===== config.mk =====
export PLATFORM = sky130hd
export DESIGN_NAME = page_evictor
export DESIGN_NICKNAME = d
export VERILOG_FILES = /design/src/rtl/page_evict_pkg.sv /design/src/rtl/pe_rand_gen.sv /design/src/rtl/pe_frame_table.sv /design/src/rtl/pe_victim_pick.sv /design/src/rtl/pe_burst_ctrl.sv /design/src/rtl/page_evictor.sv
export SDC_FILE = /design/constraint.sdc
export NUM_CORES = 1
export LEC_CHECK = 0
export BUFFER_PORTS_ARGS = -buffer_cell sky130_fd_sc_hd__buf_4
export CELL_PAD_IN_SITES_DETAIL_PLACEMENT = 1
export CELL_PAD_IN_SITES_GLOBAL_PLACEMENT = 1
export CORE_MARGIN = 4
export CORE_UTILIZATION = 53
export CTS_CLUSTER_DIAMETER = 150
export DETAILED_ROUTE_END_ITERATION = 8
export GPL_ROUTABILITY_DRIVEN = 1
export PLACE_DENSITY_LB_ADDON = 0.1
export REMOVE_ABC_BUFFERS = 1
export SLEW_MARGIN = 15
export SYNTH_ARGS = -nofsm -noshare
export SYNTH_HDL_FRONTEND = slang
export SYNTH_SLANG_ARGS = --single-unit
export TNS_END_PERCENT = 5

===== constraint.sdc =====
create_clock -name clk -period 55.5 [get_ports clk]
set_input_delay 8.325 -clock clk [delete_from_list [all_inputs] [get_ports clk]]
set_output_delay 8.325 -clock clk [all_outputs]
set_load 0.01 [all_outputs]

===== src/rtl/page_evict_pkg.sv =====
package page_evict_pkg;
  localparam int RAND_W = 16;
  localparam logic [RAND_W-1:0] RAND_SEED = 16'hACE1;

  function automatic logic [RAND_W-1:0] rand_step(input logic [RAND_W-1:0] s);
    return {s[RAND_W-2:0], s[15] ^ s[13] ^ s[12] ^ s[10]};
  endfunction
endpackage


===== src/rtl/pe_rand_gen.sv =====
module pe_rand_gen
  import page_evict_pkg::*;
(
  input  logic              clk,
  input  logic              rst,
  output logic [RAND_W-1:0] state_q
);
  always_ff @(posedge clk) begin
    if (rst) state_q <= RAND_SEED;
    else     state_q <= rand_step(state_q);
  end
endmodule


===== src/rtl/pe_frame_table.sv =====
module pe_frame_table #(
  parameter int N_FRAMES = 16,
  parameter int AGE_W    = 4,
  localparam int IDX_W   = $clog2(N_FRAMES)
) (
  input  logic                      clk,
  input  logic                      rst,
  input  logic                      age_tick,
  input  logic                      touch_valid,
  input  logic [IDX_W-1:0]          touch_idx,
  input  logic                      clr_valid,
  input  logic [IDX_W-1:0]          clr_idx,
  output logic [N_FRAMES-1:0]       flag_vec,
  output logic [N_FRAMES*AGE_W-1:0] age_flat
);
  localparam logic [AGE_W-1:0] AGE_MAX = '1;

  for (genvar g = 0; g < N_FRAMES; g++) begin : g_frame
    logic             stale_q;
    logic [AGE_W-1:0] age_q;
    logic             wipe;

    assign wipe = (touch_valid && touch_idx == IDX_W'(g)) ||
                  (clr_valid && clr_idx == IDX_W'(g));

    always_ff @(posedge clk) begin
      if (rst) begin
        stale_q <= 1'b0;
        age_q   <= '0;
      end else if (wipe) begin
        stale_q <= 1'b0;
        age_q   <= '0;
      end else if (age_tick) begin
        if (!stale_q)              stale_q <= 1'b1;
        else if (age_q != AGE_MAX) age_q   <= age_q + 1'b1;
      end
    end

    assign flag_vec[g] = stale_q;
    assign age_flat[g*AGE_W +: AGE_W] = age_q;
  end
endmodule


===== src/rtl/pe_victim_pick.sv =====
module pe_victim_pick #(
  parameter int N_FRAMES = 16,
  parameter int AGE_W    = 4,
  localparam int IDX_W   = $clog2(N_FRAMES)
) (
  input  logic [N_FRAMES-1:0]       flag_vec,
  input  logic [N_FRAMES*AGE_W-1:0] age_flat,
  input  logic                      use_nru,
  input  logic [IDX_W-1:0]          start_idx,
  output logic [IDX_W-1:0]          victim_idx
);
  logic [AGE_W-1:0] age_arr [N_FRAMES];
  for (genvar g = 0; g < N_FRAMES; g++) begin : g_unpack
    assign age_arr[g] = age_flat[g*AGE_W +: AGE_W];
  end

  logic [IDX_W-1:0] stale_idx, any_idx, scan_idx;
  logic [AGE_W-1:0] stale_age, any_age;
  logic             stale_hit, scan_hit;

  // Oldest stale frame and oldest frame overall; strict compare keeps lowest index on ties
  always_comb begin
    stale_hit = 1'b0;
    stale_idx = '0;
    stale_age = '0;
    any_idx   = '0;
    any_age   = '0;
    for (int i = 0; i < N_FRAMES; i++) begin
      if (flag_vec[i] && (!stale_hit || age_arr[i] > stale_age)) begin
        stale_hit = 1'b1;
        stale_idx = IDX_W'(i);
        stale_age = age_arr[i];
      end
      if (age_arr[i] > any_age) begin
        any_idx = IDX_W'(i);
        any_age = age_arr[i];
      end
    end
  end

  // Forward circular scan from the random start
  always_comb begin
    logic [IDX_W-1:0] pos;
    pos      = '0;
    scan_hit = 1'b0;
    scan_idx = '0;
    for (int k = 0; k < N_FRAMES; k++) begin
      pos = start_idx + IDX_W'(k);
      if (!scan_hit && flag_vec[pos]) begin
        scan_hit = 1'b1;
        scan_idx = pos;
      end
    end
  end

  always_comb begin
    if (!(|flag_vec)) victim_idx = any_idx;
    else if (use_nru) victim_idx = scan_idx;
    else              victim_idx = stale_idx;
  end
endmodule


===== src/rtl/pe_burst_ctrl.sv =====
module pe_burst_ctrl #(
  parameter int CNT_W = 8
) (
  input  logic             clk,
  input  logic             rst,
  input  logic [CNT_W-1:0] free_count,
  input  logic [CNT_W-1:0] low_mark,
  input  logic [CNT_W-1:0] high_mark,
  output logic [CNT_W-1:0] need_q,
  output logic             fire
);
  logic starve;
  assign starve = (free_count <= low_mark) && (high_mark > free_count);

  always_ff @(posedge clk) begin
    if (rst)               need_q <= '0;
    else if (need_q != '0) need_q <= need_q - 1'b1;
    else if (starve)       need_q <= high_mark - free_count;
  end

  assign fire = (need_q != '0);
endmodule


===== src/rtl/page_evictor.sv =====
module page_evictor
  import page_evict_pkg::*;
#(
  parameter int N_FRAMES = 16,
  parameter int AGE_W    = 4,
  parameter int CNT_W    = 8,
  localparam int IDX_W   = $clog2(N_FRAMES)
) (
  input  logic             clk,
  input  logic             rst,
  input  logic             nru_mode,
  input  logic [CNT_W-1:0] low_mark,
  input  logic [CNT_W-1:0] high_mark,
  input  logic [CNT_W-1:0] free_count,
  input  logic             age_tick,
  input  logic             touch_valid,
  input  logic [IDX_W-1:0] touch_idx,
  output logic             evict_valid,
  output logic [IDX_W-1:0] evict_idx
);
  logic [N_FRAMES-1:0]       flag_vec;
  logic [N_FRAMES*AGE_W-1:0] age_flat;
  logic [CNT_W-1:0]          need_q;
  logic                      fire;
  logic [IDX_W-1:0]          victim;
  logic [RAND_W-1:0]         rand_q;

  pe_rand_gen u_rand (
    .clk     (clk),
    .rst     (rst),
    .state_q (rand_q)
  );

  pe_burst_ctrl #(.CNT_W(CNT_W)) u_burst (
    .clk        (clk),
    .rst        (rst),
    .free_count (free_count),
    .low_mark   (low_mark),
    .high_mark  (high_mark),
    .need_q     (need_q),
    .fire       (fire)
  );

  pe_frame_table #(.N_FRAMES(N_FRAMES), .AGE_W(AGE_W)) u_table (
    .clk         (clk),
    .rst         (rst),
    .age_tick    (age_tick),
    .touch_valid (touch_valid),
    .touch_idx   (touch_idx),
    .clr_valid   (fire),
    .clr_idx     (victim),
    .flag_vec    (flag_vec),
    .age_flat    (age_flat)
  );

  pe_victim_pick #(.N_FRAMES(N_FRAMES), .AGE_W(AGE_W)) u_pick (
    .flag_vec   (flag_vec),
    .age_flat   (age_flat),
    .use_nru    (nru_mode),
    .start_idx  (rand_q[IDX_W-1:0]),
    .victim_idx (victim)
  );

  always_ff @(posedge clk) begin
    if (rst) begin
      evict_valid <= 1'b0;
      evict_idx   <= '0;
    end else begin
      evict_valid <= fire;
      if (fire) evict_idx <= victim;
    end
  end
endmodule


==> metrics.cfg, run 1 <==
[sta]
relSlewSlack=0.3388
rsz0062_at_grt=false
min_period_ns=26.98
finalMaxSlewViolations=0
period_share=0.4861
max_freq_ghz=0.03707
skew_ns=0.009244
tightest_slew_ns=0.9865
finalHoldViolations=0
tns_ns=0
setup-violations-final=0

[worst_setup_path]
critical-path-top-delay-family=compound AO/OA/AOI/OAI gates
crit_cells=113
path_class=reg -> reg
ff2ff_setup_slack_ns=28.52
timing.rr.end=u_table.g_frame[1].age_q[2]$_SDFFE_PP0P_
cp.required_ns=55.73
arrival_ns=27.21
slowest_stage=dfxtp_1
cpPeakStageDelay_ns=0.73
rr_startpoint=u_table.g_frame[0].stale_q$_SDFFE_PP0P_
critPathCaptureType=flip-flop
path_common_cell=ha_1
crit_fanout=17
crit_path_start_kind=flip-flop
rr_worst_depth=113
crit_buf_inv=10

[logic_synthesis]
yosysSeqAreaShare=0.1748
ys_ff_latch=109
ys.flop_type=dfxtp_1
synth_most_common_cell=nor2_1
synth_area_leaders=dfxtp_1 17%, ha_1 15%, nor2_1 4.6%
yosysTopAreaCell=dfxtp_1
synthCells=1568
synth_cell_types=95
syn-mean-instance-area_um2=7.960
synth_edf_count=0
synth_top_cells_by_count=154 x nor2_1, 153 x ha_1, 140 x nand2_1
syn_area_um2=12480
synth_top_area_frac=0.1748
synth_warnings=0
async_reset_ff_frac=0

[min_path]
worstHoldStart=u_rand.state_q[9]$_SDFF_PP0_
hp-class=reg -> reg
holdPathEnd=u_rand.state_q[10]$_SDFF_PP1_
hold_depth=1

[status]
status=finished, final reports clean

[routing]
drc_errors=0
wirelength_mm=39.99
post_drt_wl_per_cell_um=21.20
firstDrtPassIters=8
ant_nets=0
num_vias=12090
via_per_inst=6.410
drt_iter0_drc=746

[floorplan]
start_util=0.5446
core_um2=22920
die_x_um=161.5
num_io_pins=38
die_h_um=161.5
die_area_um2=26070
row_count=55

[placed_design]
dp_hpwl_mm=31.39
port_buffers=37
place_congestion=0.8935

[finish]
diodes=0
area_growth_pct=6.366
final_nets=1755
drive_above_1_share=0.1176

[clock_tree]
cts_resized=0
clock_latency_ns=0.37
root_buffer=clkbuf_16
path_clk_slew_ns=0.08
cts.sinks=109
postCtsSetupBuffers=0
htree_levels=3
cts_tree=done
cts_inserted_buffers=9
cts_buffer_depth=2
cts_hold_buf=0

[global_routing]
antenna_found_initial=1
track_usage=0.3052
grt_pass1_wl_mm=65.04
grt_max_degree=53
grt_overflow=0
first_global_vias=12610

[run]
maxCapViolCount=0

==> worst register-to-register path: cells and delay by family (launching register included) <==
family / cells / cell delay, ns
compound gates: 49 / 11.32
fa+ha+maj: 15 / 4.23
buf+inv: 10 / 1.11
flops: 1 / 0.73
mux: 15 / 5.11
simple gates: 24 / 4.25
==> logic make-up (layout without fill, tap and decap cells) <==
kind of cell	after synthesis	in the layout	synth area share
simple gates	587	587	0.2530
flops	109	109	0.1748
fa+ha+maj	154	154	0.1550
xor+xnor	59	59	0.04140
buf+inv	163	168	0.05153
mux	112	112	0.1136
compound gates	384	384	0.2106
==> state kept, by name, summed over array words and instances (netlist names) <==
| signal | cells |
|---|---|
| evict_idx | 4 |
| evict_valid | 1 |
| u_burst.need_q | 8 |
| u_rand.state_q | 16 |
| u_table.g_frame.age_q | 64 |
| u_table.g_frame.stale_q | 16 |
==> metrics by stage <==
stage	worst slack, ns	std cells	hold WS [ns]	utilization	instance area [µm²]
2_1_floorplan	33.02	1517	0.3895	-	12260
3_3_place_gp	31.01	1870	0.3923	0.5653	12950
3_5_place_dp	29.08	1870	0.4001	0.5653	12950
4_1_cts	28.92	1886	0.4185	0.5793	13280
5_1_grt	26.55	1886	0.4451	0.5793	13280
6_report	28.52	1886	0.4171	0.5793	13280
==> worst max-delay path by stage <==
stage               slack [ns]                                  endpoint                                     start
detailed placement       29.08  u_table.g_frame[2].age_q[2]$_SDFFE_PP0P_   u_table.g_frame[0].stale_q$_SDFFE_PP0P_
CTS                      28.92  u_table.g_frame[1].age_q[2]$_SDFFE_PP0P_   u_table.g_frame[0].stale_q$_SDFFE_PP0P_
finish                   28.52  u_table.g_frame[1].age_q[2]$_SDFFE_PP0P_   u_table.g_frame[0].stale_q$_SDFFE_PP0P_
floorplan                33.02  u_table.g_frame[0].age_q[2]$_SDFFE_PP0P_   u_table.g_frame[0].stale_q$_SDFFE_PP0P_
global placement         31.01  u_table.g_frame[5].age_q[1]$_SDFFE_PP0P_  u_table.g_frame[0].age_q[1]$_SDFFE_PP0P_
global route             26.55  u_table.g_frame[2].age_q[1]$_SDFFE_PP0P_   u_table.g_frame[0].stale_q$_SDFFE_PP0P_
==> area by class of cell <==
class	count	area (µm²)
multi-input combinational	1296	9661
fill	2828	9641
sequential	109	2182
inverter	112	420.4
tap	313	391.6
timing repair buffer	40	300.3
clock buffer	10	239.0
clock inverter	6	81.33
==> routing by layer <==
metal,vias to the layer above,track usage,wire [µm]
met5,-,0,13
met4,2,0.1059,1375
met3,88,0.04950,1907
met2,283,0.5191,18780
met1,5980,0.3927,17910
li1,5737,-,-
==> placed cells by master (no fill, tap or decap), drive strengths merged, types with 7 or more instances in the layout <==
master and count:
mux2 41, nand2b 38, mux4 18, nand2 140, o211ai 10, nor4 15
o311ai 9, o21ai 86, a41o 10, and3 7, a41oi 7, o21a 23
xor2 14, a211oi 14, mux2i 53, or2 24, nor3b 27, a311oi 8
nor4b 17, nand3 57, a31oi 35, and2 9, nor2 154, nor3 18
or3 9, inv 112, ha 153, a21o 20, xnor2 45, dfxtp 109
clkbuf 10, a21oi 88, o31ai 11, o22ai 12, nand4 16, nor2b 40
buf 40
Power of run 1 is left out: the tool's default activity adds up to more than one toggle a clock period on the data nets, which glitch-free logic cannot reach.
==> run 2: changes to the inputs <==
--- a/config.mk
+++ b/config.mk
@@ -9,7 +9,7 @@
 export CELL_PAD_IN_SITES_DETAIL_PLACEMENT = 1
 export CELL_PAD_IN_SITES_GLOBAL_PLACEMENT = 1
 export CORE_MARGIN = 4
-export CORE_UTILIZATION = 53
+export CORE_UTILIZATION = 49
 export CTS_CLUSTER_DIAMETER = 150
 export DETAILED_ROUTE_END_ITERATION = 8
 export GPL_ROUTABILITY_DRIVEN = 1
==> constraint.sdc (replaced) <==
create_clock -name clk -period 25 [get_ports clk]
set_input_delay 3.75 -clock clk [delete_from_list [all_inputs] [get_ports clk]]
set_output_delay 3.75 -clock clk [all_outputs]
set_load 0.01 [all_outputs]
==> metrics.cfg, run 2 (same netlist as run 1, synthesis figures left out) <==
[status]
status=finished, final reports clean

[global_routing]
antenna_found_initial=0
grt_max_degree=53
track_usage=0.2736
first_global_vias=12060
grt_overflow=0
grt_pass1_wl_mm=63.38

[floorplan]
core_um2=25110
start_util=0.4971
die_area_um2=28090
die_h_um=167.6
die_x_um=167.6
num_io_pins=38
row_count=58

[routing]
post_drt_wl_per_cell_um=21.11
num_vias=12210
wirelength_mm=41.34
via_per_inst=6.236
ant_nets=0
drt_iter0_drc=770
drc_errors=0
firstDrtPassIters=5

[clock_tree]
cts.sinks=109
clock_latency_ns=0.37
root_buffer=clkbuf_16
cts_tree=done
cts_buffer_depth=2
path_clk_slew_ns=0.09
htree_levels=3
cts_hold_buf=0
cts_inserted_buffers=9

[sta]
relSlewSlack=0.3188
finalMaxSlewViolations=0
period_share=0.9666
tightest_slew_ns=1.009
min_period_ns=24.16
skew_ns=0.01020
finalHoldViolations=0
setup-violations-final=0
max_freq_ghz=0.04138

[worst_setup_path]
cpPeakStageDelay_ns=0.43
crit_path_start_kind=flip-flop
cp.required_ns=25.27
crit_fanout=13
slowest_stage=dfxtp_4
path_common_cell=ha_1
critPathCaptureType=flip-flop
path_class=reg -> reg
arrival_ns=24.44

[finish]
stdcell_area_um2=14190
diodes=0
final_common_cell=ha_1
layout_common_cells=153 x ha_1, 152 x nor2_1, 139 x nand2_1
drive_above_1_share=0.1787
nFillCells=3079
largest_register_ffs=64
top_regs=u_table.g_frame.age_q (64), u_rand.state_q (16), u_table.g_frame.stale_q (16)
final_nets=1810
top_register=u_table.g_frame.age_q
area_growth_pct=13.73

[placed_design]
port_buffers=37
dp_hpwl_mm=30.78
place_area_um2=13010
place_congestion=0.9171

[min_path]
hp-class=reg -> reg

[run]
maxCapViolCount=0

run 2: cell count changes in the layout (fill, tap and decap cells not counted), moves of 4 or more:
cell | previous run | this run
nor4_4 | 2 | 10
nor4_2 | 8 | 1
a41o_2 | 0 | 5
a41o_1 | 10 | 5
mux2i_1 | 52 | 47
a31oi_1 | 34 | 30
buf_12 | 0 | 6
buf_4 | 40 | 89
a41oi_1 | 7 | 2
mux2i_2 | 0 | 5
run 2: final cells by class:
cell class	count	area, µm²	area share
clock buffers	9	225.2	0.01587
clock inverters	7	80.08	0.005641
inverters	112	420.4	0.02962
multi-input cells	1296	10080	0.7102
flip-flops and latches	109	2187	0.1541
well taps	330	412.9	0.02909
repair buffers	95	788.3	0.05553
run 2: final timing paths:
path	start	endpoint	slack, ns	depth (start not counted)
worst min-delay path	u_rand.state_q[14]$_SDFF_PP0_	u_rand.state_q[15]$_SDFF_PP1_	0.42	1
worst max-delay path	u_table.g_frame[0].stale_q$_SDFFE_PP0P_	u_table.g_frame[8].age_q[1]$_SDFFE_PP0P_	0.84	120
worst min register to register	u_rand.state_q[14]$_SDFF_PP0_	u_rand.state_q[15]$_SDFF_PP1_	0.42	1
worst max register to register	u_table.g_frame[0].stale_q$_SDFFE_PP0P_	u_table.g_frame[8].age_q[1]$_SDFFE_PP0P_	0.84	120
run 2: routing by layer:
metal,GRT usage,wire (µm),up-vias
met4,0.08222,1145,0
met3,0.03305,1921,75
met5,0,0,-
met1,0.3595,18300,6023
li1,-,-,5830
met2,0.4711,19980,282
run 2: per-stage QoR:
stage / util / cells / hold WS (ns) / TNS (ns) / setup WS (ns)
after global placement: 0.5180 / 1891 / 0.3916 / 0 / 0.3448
after floorplan: - / 1517 / 0.3895 / 0 / 2.521
final: 0.5653 / 1958 / 0.4162 / 0 / 0.8361
after detailed placement: 0.5180 / 1891 / 0.3984 / -51.97 / -0.8846
after CTS: 0.5343 / 1910 / 0.4194 / 0 / 0.02344
after global routing: 0.5653 / 1958 / 0.4405 / -41.44 / -0.5902
run 2: timing repair:
item                                    4_1_cts  5_1_grt
buffers inserted                              3       48
endpoints found under the hold margin         0        0
endpoints found under the setup margin       83       84
resized for setup                            11       71
pin swaps                                     1       20
run 2: critical path, delay by kind of cell (launching register included):
| kind | cells | cell delay [ns] |
|---|---|---|
| compound gates | 51 | 9.74 |
| fa+ha+maj | 15 | 4.42 |
| buf+inv | 12 | 1.33 |
| flops | 1 | 0.43 |
| mux | 15 | 4.15 |
| simple gates | 27 | 3.95 |
Power of run 2 is left out for the same reason.
